$ cat src/rtl/pnode_regs_pkg.sv
package pnode_regs_pkg;
   localparam int unsigned REG_AW = 5;
   typedef logic [REG_AW-1:0] reg_addr_t;

   localparam reg_addr_t A_STATUS    = 5'h00;
   localparam reg_addr_t A_TYPE_HI   = 5'h01;
   localparam reg_addr_t A_TYPE_LO   = 5'h02;
   localparam reg_addr_t A_NODE      = 5'h03;
   localparam reg_addr_t A_FIXED     = 5'h04;
   localparam reg_addr_t A_MADDR     = 5'h05;
   localparam reg_addr_t A_MREAD     = 5'h06;
   localparam reg_addr_t A_MPTR      = 5'h07;
   localparam reg_addr_t A_FILL0     = 5'h08;
   localparam reg_addr_t A_SFR_FIRST = 5'h09;
   localparam reg_addr_t A_SFR_LAST  = 5'h15;
   localparam reg_addr_t A_FLAG      = 5'h16;
   localparam reg_addr_t A_VMIN      = 5'h17;
   localparam reg_addr_t A_VMAJ      = 5'h18;
   localparam reg_addr_t A_VSUF      = 5'h19;

   localparam int unsigned NSFR = int'(A_SFR_LAST) - int'(A_SFR_FIRST) + 1;

   typedef enum logic [1:0] {
      F_IDLE  = 2'd0,
      F_WAIT  = 2'd1,
      F_WR_HI = 2'd2,
      F_WR_LO = 2'd3
   } fetch_state_t;

   typedef struct packed {
      logic tmo;
      logic pend;
      logic rsv5;
      logic bad;
      logic err;
      logic rsv2;
      logic tx_full;
      logic rx_avail;
   } status_t;
endpackage

$ cat src/rtl/pnode_status_flags.sv
module pnode_status_flags
   import pnode_regs_pkg::*;
(
   input  logic    clk,
   input  logic    rst_n,
   input  logic    tmo_set,
   input  logic    tmo_clr,
   input  logic    bad_set,
   input  logic    bad_clr,
   input  logic    err_set,
   input  logic    err_clr,
   input  logic    pend,
   input  logic    tx_full,
   input  logic    rx_avail,
   output status_t status
);
   logic tmo_q, bad_q, err_q;

   always_ff @(posedge clk or negedge rst_n) begin
      if (!rst_n) begin
         tmo_q <= 1'b0;
         bad_q <= 1'b0;
         err_q <= 1'b0;
      end else begin
         if (tmo_set)      tmo_q <= 1'b1;
         else if (tmo_clr) tmo_q <= 1'b0;
         if (bad_set)      bad_q <= 1'b1;
         else if (bad_clr) bad_q <= 1'b0;
         if (err_set)      err_q <= 1'b1;
         else if (err_clr) err_q <= 1'b0;
      end
   end

   always_comb begin
      status          = '0;
      status.tmo      = tmo_q;
      status.pend     = pend;
      status.bad      = bad_q;
      status.err      = err_q;
      status.tx_full  = tx_full;
      status.rx_avail = rx_avail;
   end


   bad_set_chk: assert property (@(posedge clk) disable iff (!rst_n)
      bad_set |=> status.bad);

   err_sticky_chk: assert property (@(posedge clk) disable iff (!rst_n)
      (status.err && !err_clr) |=> status.err);

   tmo_hold_chk: assert property (@(posedge clk) disable iff (!rst_n)
      (status.tmo && !tmo_clr) |=> status.tmo);
endmodule

$ cat src/rtl/pnode_word_fetch.sv
module pnode_word_fetch
   import pnode_regs_pkg::*;
#(
   parameter int unsigned MEM_AW     = 8,
   parameter int unsigned RAM_AW     = 8,
   parameter int unsigned TMO_CYCLES = 256
) (
   input  logic              clk,
   input  logic              rst_n,
   input  logic              start,
   input  logic [7:0]        src_addr,
   input  logic [7:0]        dst_ptr,
   output logic              busy,
   output logic              tmo_pulse,
   output logic              mem_req,
   output logic [MEM_AW-1:0] mem_addr,
   input  logic              mem_ack,
   input  logic [15:0]       mem_rdata,
   output logic              ram_we,
   output logic [RAM_AW-1:0] ram_addr,
   output logic [7:0]        ram_wdata
);
   localparam int unsigned CW = (TMO_CYCLES > 2) ? $clog2(TMO_CYCLES) : 1;
   localparam logic [CW-1:0] CNT_LAST = CW'(TMO_CYCLES - 1);

   fetch_state_t      state_q;
   logic [CW-1:0]     cnt_q;
   logic [MEM_AW-1:0] src_q;
   logic [RAM_AW-1:0] ptr_q;
   logic [15:0]       word_q;
   logic              expire;

   assign expire = (state_q == F_WAIT) && !mem_ack && (cnt_q == CNT_LAST);

   always_ff @(posedge clk or negedge rst_n) begin
      if (!rst_n) begin
         state_q <= F_IDLE;
         cnt_q   <= '0;
         src_q   <= '0;
         ptr_q   <= '0;
         word_q  <= '0;
      end else begin
         case (state_q)
            F_IDLE: if (start) begin
               state_q <= F_WAIT;
               cnt_q   <= '0;
               src_q   <= src_addr[MEM_AW-1:0];
               ptr_q   <= dst_ptr[RAM_AW-1:0];
            end
            F_WAIT: begin
               if (mem_ack) begin
                  word_q  <= mem_rdata;
                  state_q <= F_WR_HI;
               end else if (expire) begin
                  state_q <= F_IDLE;
               end else begin
                  cnt_q <= cnt_q + 1'b1;
               end
            end
            F_WR_HI: state_q <= F_WR_LO;
            default: state_q <= F_IDLE;
         endcase
      end
   end

   always_comb begin
      busy      = (state_q != F_IDLE);
      tmo_pulse = expire;
      mem_req   = (state_q == F_WAIT);
      mem_addr  = src_q;
      ram_we    = (state_q == F_WR_HI) || (state_q == F_WR_LO);
      ram_addr  = (state_q == F_WR_LO) ? RAM_AW'(ptr_q - 1'b1) : ptr_q;
      ram_wdata = (state_q == F_WR_LO) ? word_q[7:0] : word_q[15:8];
   end


   ack_to_msb_chk: assert property (@(posedge clk) disable iff (!rst_n)
      (mem_req && mem_ack) |=> (ram_we && ram_addr == $past(ptr_q)
                                && ram_wdata == $past(mem_rdata[15:8])));

   lsb_follows_chk: assert property (@(posedge clk) disable iff (!rst_n)
      (ram_we && state_q == F_WR_HI) |=>
         (ram_we && ram_addr == RAM_AW'($past(ram_addr) - 1'b1)));

   tmo_drop_chk: assert property (@(posedge clk) disable iff (!rst_n)
      tmo_pulse |=> (!mem_req && !busy));

   start_busy_chk: assert property (@(posedge clk) disable iff (!rst_n)
      (start && !busy) |=> (mem_req && busy));
endmodule

$ cat src/rtl/pnode_read_mux.sv
module pnode_read_mux
   import pnode_regs_pkg::*;
#(
   parameter int unsigned VARIANT    = 1,
   parameter logic [7:0]  VER_MINOR  = 8'h01,
   parameter logic [7:0]  VER_MAJOR  = 8'h01,
   parameter logic [7:0]  VER_SUFFIX = 8'h42
) (
   input  reg_addr_t         addr,
   input  status_t           status,
   input  logic [7:0]        node,
   input  logic [7:0]        maddr,
   input  logic [7:0]        mread,
   input  logic [7:0]        mptr,
   input  logic              flag,
   input  logic [NSFR*8-1:0] sfr_rdata,
   output logic [7:0]        rd_val
);
   logic [7:0] type_lo;

   if (VARIANT == 0) begin : g_serial
      assign type_lo = 8'h01;
   end else begin : g_parallel
      assign type_lo = 8'h02;
   end

   always_comb begin
      rd_val = {2'b00, addr, 1'b0};
      case (addr)
         A_STATUS:  rd_val = status;
         A_TYPE_HI: rd_val = 8'h00;
         A_TYPE_LO: rd_val = type_lo;
         A_NODE:    rd_val = node;
         A_FIXED:   rd_val = 8'h01;
         A_MADDR:   rd_val = maddr;
         A_MREAD:   rd_val = mread;
         A_MPTR:    rd_val = mptr;
         A_FLAG:    rd_val = {8{flag}};
         A_VMIN:    rd_val = VER_MINOR;
         A_VMAJ:    rd_val = VER_MAJOR;
         A_VSUF:    rd_val = VER_SUFFIX;
         default: begin
            for (int i = 0; i < NSFR; i++) begin
               if (addr == reg_addr_t'(A_SFR_FIRST + reg_addr_t'(i)))
                  rd_val = sfr_rdata[i*8 +: 8];
            end
         end
      endcase
   end
endmodule

$ cat src/rtl/pnode_common_regs.sv
module pnode_common_regs
   import pnode_regs_pkg::*;
#(
   parameter int unsigned VARIANT    = 1,
   parameter logic [7:0]  VER_MINOR  = 8'h01,
   parameter logic [7:0]  VER_MAJOR  = 8'h01,
   parameter logic [7:0]  VER_SUFFIX = 8'h42,
   parameter int unsigned NODE_MIN   = 1,
   parameter int unsigned NODE_MAX   = 30,
   parameter int unsigned NODE_RST   = 1,
   parameter int unsigned MEM_AW     = 8,
   parameter int unsigned RAM_AW     = 8,
   parameter int unsigned TMO_CYCLES = 256
) (
   input  logic              clk,
   input  logic              rst_n,
   input  logic [4:0]        bus_addr,
   input  logic [7:0]        bus_wdata,
   input  logic              bus_rd,
   input  logic              bus_wr,
   output logic [7:0]        bus_rdata,
   input  logic              tx_full,
   input  logic              rx_avail,
   input  logic              err_set,
   input  logic              err_clr,
   input  logic [103:0]      sfr_rdata,
   output logic [7:0]        sfr_wdata,
   output logic [12:0]       sfr_we,
   output logic              mem_req,
   output logic [MEM_AW-1:0] mem_addr,
   input  logic              mem_ack,
   input  logic [15:0]       mem_rdata,
   output logic              ram_we,
   output logic [RAM_AW-1:0] ram_addr,
   output logic [7:0]        ram_wdata
);
   localparam logic [7:0] NMIN = 8'(NODE_MIN);
   localparam logic [7:0] NMAX = 8'(NODE_MAX);

   if (NSFR != 13) begin : g_chk_nsfr
      $error("special-function slot count must match the 104-bit port");
   end
   if (MEM_AW < 1 || MEM_AW > 8) begin : g_chk_mem_aw
      $error("MEM_AW must be 1..8");
   end
   if (RAM_AW < 1 || RAM_AW > 8) begin : g_chk_ram_aw
      $error("RAM_AW must be 1..8");
   end
   if (NODE_MIN > NODE_MAX || NODE_MAX > 255) begin : g_chk_node
      $error("node range is malformed");
   end
   if (NODE_RST < NODE_MIN || NODE_RST > NODE_MAX) begin : g_chk_node_rst
      $error("NODE_RST outside node range");
   end
   if (TMO_CYCLES < 2) begin : g_chk_tmo
      $error("TMO_CYCLES must be at least 2");
   end
   if (VARIANT > 1) begin : g_chk_variant
      $error("VARIANT must be 0 or 1");
   end

   function automatic logic [7:0] clamp_node(input logic [7:0] v);
      if (v > NMAX)      return NMAX;
      else if (v < NMIN) return NMIN;
      else               return v;
   endfunction

   function automatic logic is_read_only(input reg_addr_t a);
      return (a == A_STATUS) || (a == A_FIXED) || (a == A_FILL0) || (a >= A_VMIN);
   endfunction

   reg_addr_t  addr;
   logic       rd_req, wr_req, both_req, any_req;
   logic       wr_ok, fetch_busy, fetch_start, fetch_refused, tmo_pulse;
   logic       bad_set, bad_clr, tmo_clr;
   logic [7:0] node_q, maddr_q, mread_q, mptr_q, rd_val, rdata_q;
   logic       flag_q;
   status_t    status;

   assign addr          = bus_addr;
   assign rd_req        = bus_rd && !bus_wr;
   assign wr_req        = bus_wr && !bus_rd;
   assign both_req      = bus_rd && bus_wr;
   assign any_req       = bus_rd || bus_wr;
   assign wr_ok         = wr_req && !is_read_only(addr);
   assign fetch_start   = rd_req && (addr == A_MREAD) && !fetch_busy;
   assign fetch_refused = rd_req && (addr == A_MREAD) && fetch_busy;
   assign bad_set       = both_req || (wr_req && is_read_only(addr)) || fetch_refused;
   assign bad_clr       = any_req && !bad_set;
   assign tmo_clr       = any_req && !(rd_req && addr == A_STATUS);

   always_ff @(posedge clk or negedge rst_n) begin
      if (!rst_n) begin
         node_q  <= 8'(NODE_RST);
         maddr_q <= '0;
         mread_q <= '0;
         mptr_q  <= '0;
         flag_q  <= 1'b0;
         rdata_q <= '0;
      end else begin
         if (wr_ok) begin
            case (addr)
               A_NODE:  node_q  <= clamp_node(bus_wdata);
               A_MADDR: maddr_q <= bus_wdata;
               A_MREAD: mread_q <= bus_wdata;
               A_MPTR:  mptr_q  <= bus_wdata;
               A_FLAG:  flag_q  <= bus_wdata[3];
               default: ;
            endcase
         end
         if (rd_req) rdata_q <= rd_val;
      end
   end

   assign bus_rdata = rdata_q;
   assign sfr_wdata = bus_wdata;

   for (genvar g = 0; g < NSFR; g++) begin : g_sfr_we
      assign sfr_we[g] = wr_ok && (addr == reg_addr_t'(A_SFR_FIRST + reg_addr_t'(g)));
   end

   pnode_status_flags i_status (
      .clk      (clk),
      .rst_n    (rst_n),
      .tmo_set  (tmo_pulse),
      .tmo_clr  (tmo_clr),
      .bad_set  (bad_set),
      .bad_clr  (bad_clr),
      .err_set  (err_set),
      .err_clr  (err_clr),
      .pend     (fetch_busy),
      .tx_full  (tx_full),
      .rx_avail (rx_avail),
      .status   (status)
   );

   pnode_word_fetch #(
      .MEM_AW     (MEM_AW),
      .RAM_AW     (RAM_AW),
      .TMO_CYCLES (TMO_CYCLES)
   ) i_fetch (
      .clk       (clk),
      .rst_n     (rst_n),
      .start     (fetch_start),
      .src_addr  (maddr_q),
      .dst_ptr   (mptr_q),
      .busy      (fetch_busy),
      .tmo_pulse (tmo_pulse),
      .mem_req   (mem_req),
      .mem_addr  (mem_addr),
      .mem_ack   (mem_ack),
      .mem_rdata (mem_rdata),
      .ram_we    (ram_we),
      .ram_addr  (ram_addr),
      .ram_wdata (ram_wdata)
   );

   pnode_read_mux #(
      .VARIANT    (VARIANT),
      .VER_MINOR  (VER_MINOR),
      .VER_MAJOR  (VER_MAJOR),
      .VER_SUFFIX (VER_SUFFIX)
   ) i_rmux (
      .addr      (addr),
      .status    (status),
      .node      (node_q),
      .maddr     (maddr_q),
      .mread     (mread_q),
      .mptr      (mptr_q),
      .flag      (flag_q),
      .sfr_rdata (sfr_rdata),
      .rd_val    (rd_val)
   );


   node_range_chk: assert property (@(posedge clk) disable iff (!rst_n)
      (bus_rdata == bus_rdata) |-> (node_q >= NMIN && node_q <= NMAX));

   filler_read_chk: assert property (@(posedge clk) disable iff (!rst_n)
      (rd_req && addr == A_FILL0) |=> (bus_rdata == 8'h10));

   rdata_hold_chk: assert property (@(posedge clk) disable iff (!rst_n)
      !rd_req |=> $stable(bus_rdata));

   sfr_onehot_chk: assert property (@(posedge clk) disable iff (!rst_n)
      $onehot0(sfr_we));

   both_no_write_chk: assert property (@(posedge clk) disable iff (!rst_n)
      both_req |=> ($stable(node_q) && $stable(maddr_q) && $stable(mptr_q)));
endmodule

$ cat config.mk
export PLATFORM = sky130hd
export DESIGN_NAME = pnode_common_regs
export DESIGN_NICKNAME = d
export VERILOG_FILES = /design/src/rtl/pnode_regs_pkg.sv /design/src/rtl/pnode_status_flags.sv /design/src/rtl/pnode_word_fetch.sv /design/src/rtl/pnode_read_mux.sv /design/src/rtl/pnode_common_regs.sv
export SDC_FILE = /design/constraint.sdc
export NUM_CORES = 1
export LEC_CHECK = 0
export BUFFER_PORTS_ARGS = -buffer_cell sky130_fd_sc_hd__buf_2
export CAP_MARGIN = 15
export CORE_MARGIN = 2
export CORE_UTILIZATION = 29
export CTS_BUF_LIST = sky130_fd_sc_hd__clkbuf_8
export CTS_CLUSTER_SIZE = 12
export DETAILED_ROUTE_END_ITERATION = 10
export GPL_ROUTABILITY_DRIVEN = 0
export MAX_ROUTING_LAYER = met4
export SYNTH_ARGS = -nofsm -noshare
export SYNTH_HDL_FRONTEND = slang
export SYNTH_SLANG_ARGS = --single-unit
$ cat constraint.sdc
create_clock -name clk -period 4.8 [get_ports clk]
set_input_delay 0.48 -clock clk [delete_from_list [all_inputs] [get_ports clk]]
set_output_delay 0.48 -clock clk [all_outputs]
set_load 0.01 [all_outputs]
Word level (Yosys, flattened, before mapping)
Cells that the tools add are included.

word-level totals
  register bits after elaboration = 86
  input port bits = 142
  output and inout bits = 55
  word-level logic and storage cells = 141

operators by class
  add/sub/neg operators = 2
  magnitude comparators = 3
  eq/ne operators = 33
  muxes and demuxes = 32
  reductions and logical operators = 57

operators by type and width
  kind                                                                             number
  8-bit 2-to-1 mux                                                                 20
  8-bit one-hot mux with 10 select lines                                           1
  5-bit == test, second input constant                                             10
  5-bit by 4-bit == test with 1-bit output, second input constant                  8
  1-bit logical AND                                                                26
  5-bit by 3-bit == test with 1-bit output, second input constant                  4
  8-bit one-hot mux with 2 select lines                                            1
  2-bit AND reduction                                                              8
  5-bit by 2-bit == test with 1-bit output, second input constant                  2
  2-bit nonzero test                                                               5
  8-bit by 1-bit adder with 8-bit output, second input constant                    1
  8-bit == test, second input constant                                             1
  8-bit by 5-bit greater-than comparator with 1-bit output, second input constant  1
  8-bit by 1-bit less-than comparator with 1-bit output, second input constant     1
  8-bit by 1-bit subtractor with 8-bit output, second input constant               1
  1-bit logical NOT                                                                7
  1-bit logical OR                                                                 7
  1-bit 2-to-1 mux                                                                 6
  2-bit 2-to-1 mux                                                                 3
  2-bit != test, second input constant                                             3
  2-bit one-hot mux with 3 select lines                                            1
  5-bit by 1-bit == test with 1-bit output, second input constant                  1
  5-bit >= comparator, second input constant                                       1
  5-bit logical NOT                                                                1
  other kinds (6)                                                                  7

Depth between registers and ports, before layout
  depth in word-level cells = 15
  gate-level depth with buffers = 9
  mapped depth without buffers = 6

Modules after synthesis
From an unflattened synthesis, not the netlist that was laid out.

second synthesis, totals
  cells, all modules = 631
  area, all modules = 5940.7 um^2

modules (own cells, without submodules)
  module              instances  cells each  area each (um^2)  sequential area each (um^2)
  pnode_word_fetch    1          193         2043.2            1051.0
  pnode_common_regs   1          152         1931.9            1027.2
  pnode_read_mux      1          268         1793.0            0.0
  pnode_status_flags  1          18          172.7             75.1

Least setup slack after synthesis
No wires, ideal clock.

  kind = flip-flop to output port
  start = register i_fetch.state_q[1]
  end = output port ram_addr[7]
  arrival time = 1.721 ns
  required time = 4.320 ns
  slack = 2.599 ns
  stages on the path, launching flop included = 7
  path buffers = 1
  cell sequence = dfrtp_1 buf_2 nand2_1 or4_1 or3_1 nor3_2 xor2_1

between the ends
  cells in the longest elaborated chain, start to end = 2

RTL lines
  element                 RTL line                 source
  start, declared         pnode_word_fetch.sv:26   fetch_state_t state_q;
  start signal, assigned  pnode_word_fetch.sv:37   state_q <= F_IDLE;
  start signal, assigned  pnode_word_fetch.sv:45   state_q <= F_WAIT;
  start signal, assigned  pnode_word_fetch.sv:53   state_q <= F_WR_HI;
  2-bit == test           pnode_word_fetch.sv:72   ram_addr = (state_q == F_WR_LO) ? RAM_AW'(ptr_q - 1'b1) : ptr_q;
  8-bit 2-to-1 mux        pnode_word_fetch.sv:72
  end, declared           pnode_common_regs.sv:34  output logic [RAM_AW-1:0] ram_addr,

No other way between the ends.

Worst setup path after layout
Ends and elaborated chain as after synthesis.

==> flow_summary.toml <==
[run_status]
status = "complete, no violations"

[logic_synthesis]
ys.flop_type = "dfrtp_1"
synth-edff-count = 0
synth_area_um2 = 5530
ys_warn_count = 0
synthTopCellsByArea = "dfrtp_1, mux2_2, nor2_1"
yosysSeqAreaShare_pct = 38.9
synth_top_area_cell = "dfrtp_1"
synth_fp_nets = 697
async_reset_ff_share_pct = 100
synth_top_area_share_pct = 38.5
avgSynthCellArea_um2 = 10.0
synthCells = 553
synth_cell_types = 77
postSynthRegisterBits = 86

[route]
via_per_inst = 5.27
drc = 0
vias = 5031
drtIter0Drc = 301
wl_per_cell_um = 19.8
first_pass_iters = 4
wirelength_um = 18900
ant_nets = 0

[final_layout]
area_growth_pct = 22.5
fin_nets = 859
fin_util_pct = 36.2
design_area_um2 = 6780
mostFrequentLayoutCells = "buf_2, dfrtp_1, mux2_2, nor2_1, nand2_1"
stdcell_count = 954
final_common_cell = "buf_2"
nFillCells = 1920
n_antenna_cell = 0
drive_gt1_share_pct = 41.8

[sta]
final_hold_viol_count = 0
max_freq_mhz = 316
final_max_slew_viol_count = 0
tns_ns = 0
period_needed_ns = 3.17
setup-violations-final = 0
finClkSkew_ns = 0.00813
tightest_slew_ns = 1.01
rsz0062_at_grt = "no"
fin_crit_sh_pct = 66.0
slew_headroom_pct = 32.1

[clock_tree]
root_buffer = "clkbuf_8"
post_cts_buffers = 0
clock_latency_ns = 0.37
clockBufferDepth = 2
clk_pin_slew_ns = 0.09
cts_tree = "done"
cts_buffers = 9
cts_hold_buf = 1
htreeDepth = 3
clock-sinks = 86
cts_resized = 0

[setup_path]
startpoint_type = "register"
end_kind = "output pin"
crit_slowest_cell = "or4_1"
path_max_fanout = 12
cp_data_required_time_ns = 4.32
path_cells = "nand2_1, or4_1, or3_1, nor3_2, xor2_1, buf_2"
critPathKind = "reg -> out"
cp.arrival_ns = 2.69
max_stage_delay_ns = 0.56

[placed_design]
portBuffers = 196
dp.cells = 937
dpl.hpwl_um = 14600
placed_cell_area_um2 = 6540

[grt]
grt_pass1_vias = 4906
grtUsageTotal_pct = 19.0
antenna_found_initial = 0
grt_max_degree = 63
grt_overflow = 0
grt_first_pass_wirelength_um = 28400

[power]
power_uw = 2220
power_density_nw_per_um2 = 327
p_leak_uw = 0.00323
ir_drop_v = 0.000259

[floorplan]
die_h_um = 142
pin_count = 197
die_w_um = 142
die_area_um2 = 20200
start_util_pct = 29.6
rows = 50
core_um2 = 18700

[min_path]
timing.hold.worst.class = "in -> reg"

[flow_run]
cap_viol_max_count = 0
-- metal layers --
| layer | part of all wire (%) | up-vias | GRT usage [%] |
|---|---|---|---|
| met3 | 8.0 | 20 | 4.37 |
| met1 | 44 | 2405 | 24.3 |
| li1 | - | 2367 | - |
| met5 | 0 | - | - |
| met2 | 46 | 239 | 30.2 |
| met4 | 2.0 | 0 | 5.42 |
-- critical path, delay by kind of cell, from the launching register on --
family | cells | cell delay [ns]
AND/OR/NAND/NOR | 4 | 1.47
flip-flops | 1 | 0.54
XOR/XNOR | 1 | 0.15
buffers and inverters | 1 | 0.14
-- kinds of logic after synthesis --
| kind of cell | share of synthesized area (%) |
|---|---|
| buffers and inverters | 5.97 |
| AND/OR/NAND/NOR | 16.8 |
| flip-flops | 38.9 |
| XOR/XNOR | 2.22 |
| multiplexers | 17.7 |
| adder cells (fa/ha/maj) | 0.452 |
| AO/OA/AOI/OAI | 17.9 |
-- power breakdown --
group	switching [uW]	total, uW	internal, uW
Combinational	321	651	330
Clock	291	592	301
Sequential	109	974	865
-- through the flow --
step | setup WS, ns | hold slack, ns
2_1_floorplan | 2.60 | 0.184
4_1_cts | 1.54 | 0.280
3_3_place_gp | 1.68 | 0.403
6_report | 1.63 | 0.286
5_1_grt | 1.39 | 0.292
3_5_place_dp | 1.56 | 0.404
-- final timing paths --
kind	to	slack [ns]	depth (start not counted)	start
max	ram_addr[7]	1.63	6	i_fetch.state_q[1]$_DFFE_PN0P_
min reg2reg	node_q[0]$_DFFE_PN1P_	0.47	2	node_q[0]$_DFFE_PN1P_
max in group asynchronous	mptr_q[0]$_DFFE_PN0P_	3.16	3	rst_n
max reg2reg	i_fetch.cnt_q[6]$_DFFE_PN0P_	2.94	5	i_fetch.state_q[0]$_DFFE_PN0P_
min	i_status.err_q$_DFFE_PN0P_	0.29	2	err_set
min in group asynchronous	i_fetch.word_q[3]$_DFFE_PN0P_	0.54	2	rst_n
-- layout make-up --
| class | count | area, um^2 | area share (%) |
|---|---|---|---|
| Multi-Input combinational cell | 409 | 3050 | 45.0 |
| Sequential cell | 86 | 2150 | 31.8 |
| Timing Repair Buffer | 201 | 1020 | 15.1 |
| Tap cell | 234 | 293 | 4.32 |
| Clock buffer | 9 | 124 | 1.83 |
| Clock inverter | 7 | 105 | 1.55 |
| Inverter | 8 | 30.0 | 0.443 |
-- state kept, by name (all words and copies together), names as in the netlist --
| signal | cells |
|---|---|
| i_status.err_q | 1 |
| i_fetch.mem_addr | 8 |
| flag_q | 1 |
| mptr_q | 8 |
| mread_q | 8 |
| maddr_q | 8 |
| i_fetch.ptr_q | 8 |
| i_status.tmo_q | 1 |
| i_fetch.cnt_q | 8 |
| i_fetch.word_q | 16 |
| node_q | 8 |
| bus_rdata | 8 |
| i_fetch.state_q | 2 |
| i_status.bad_q | 1 |
-- cell usage after synthesis, drive strengths merged, types with 8 or more instances --
master,count
buf,33
o21ai,25
mux2i,8
and3,9
a21oi,19
xnor2,8
dfrtp,85
and2,9
nor3,11
inv,8
a22oi,10
mux2,74
nor2,44
nor2b,12
nand2,34
o22ai,8
nand2b,12
clkbuf,17
Power figures use the tool's default switching activity.
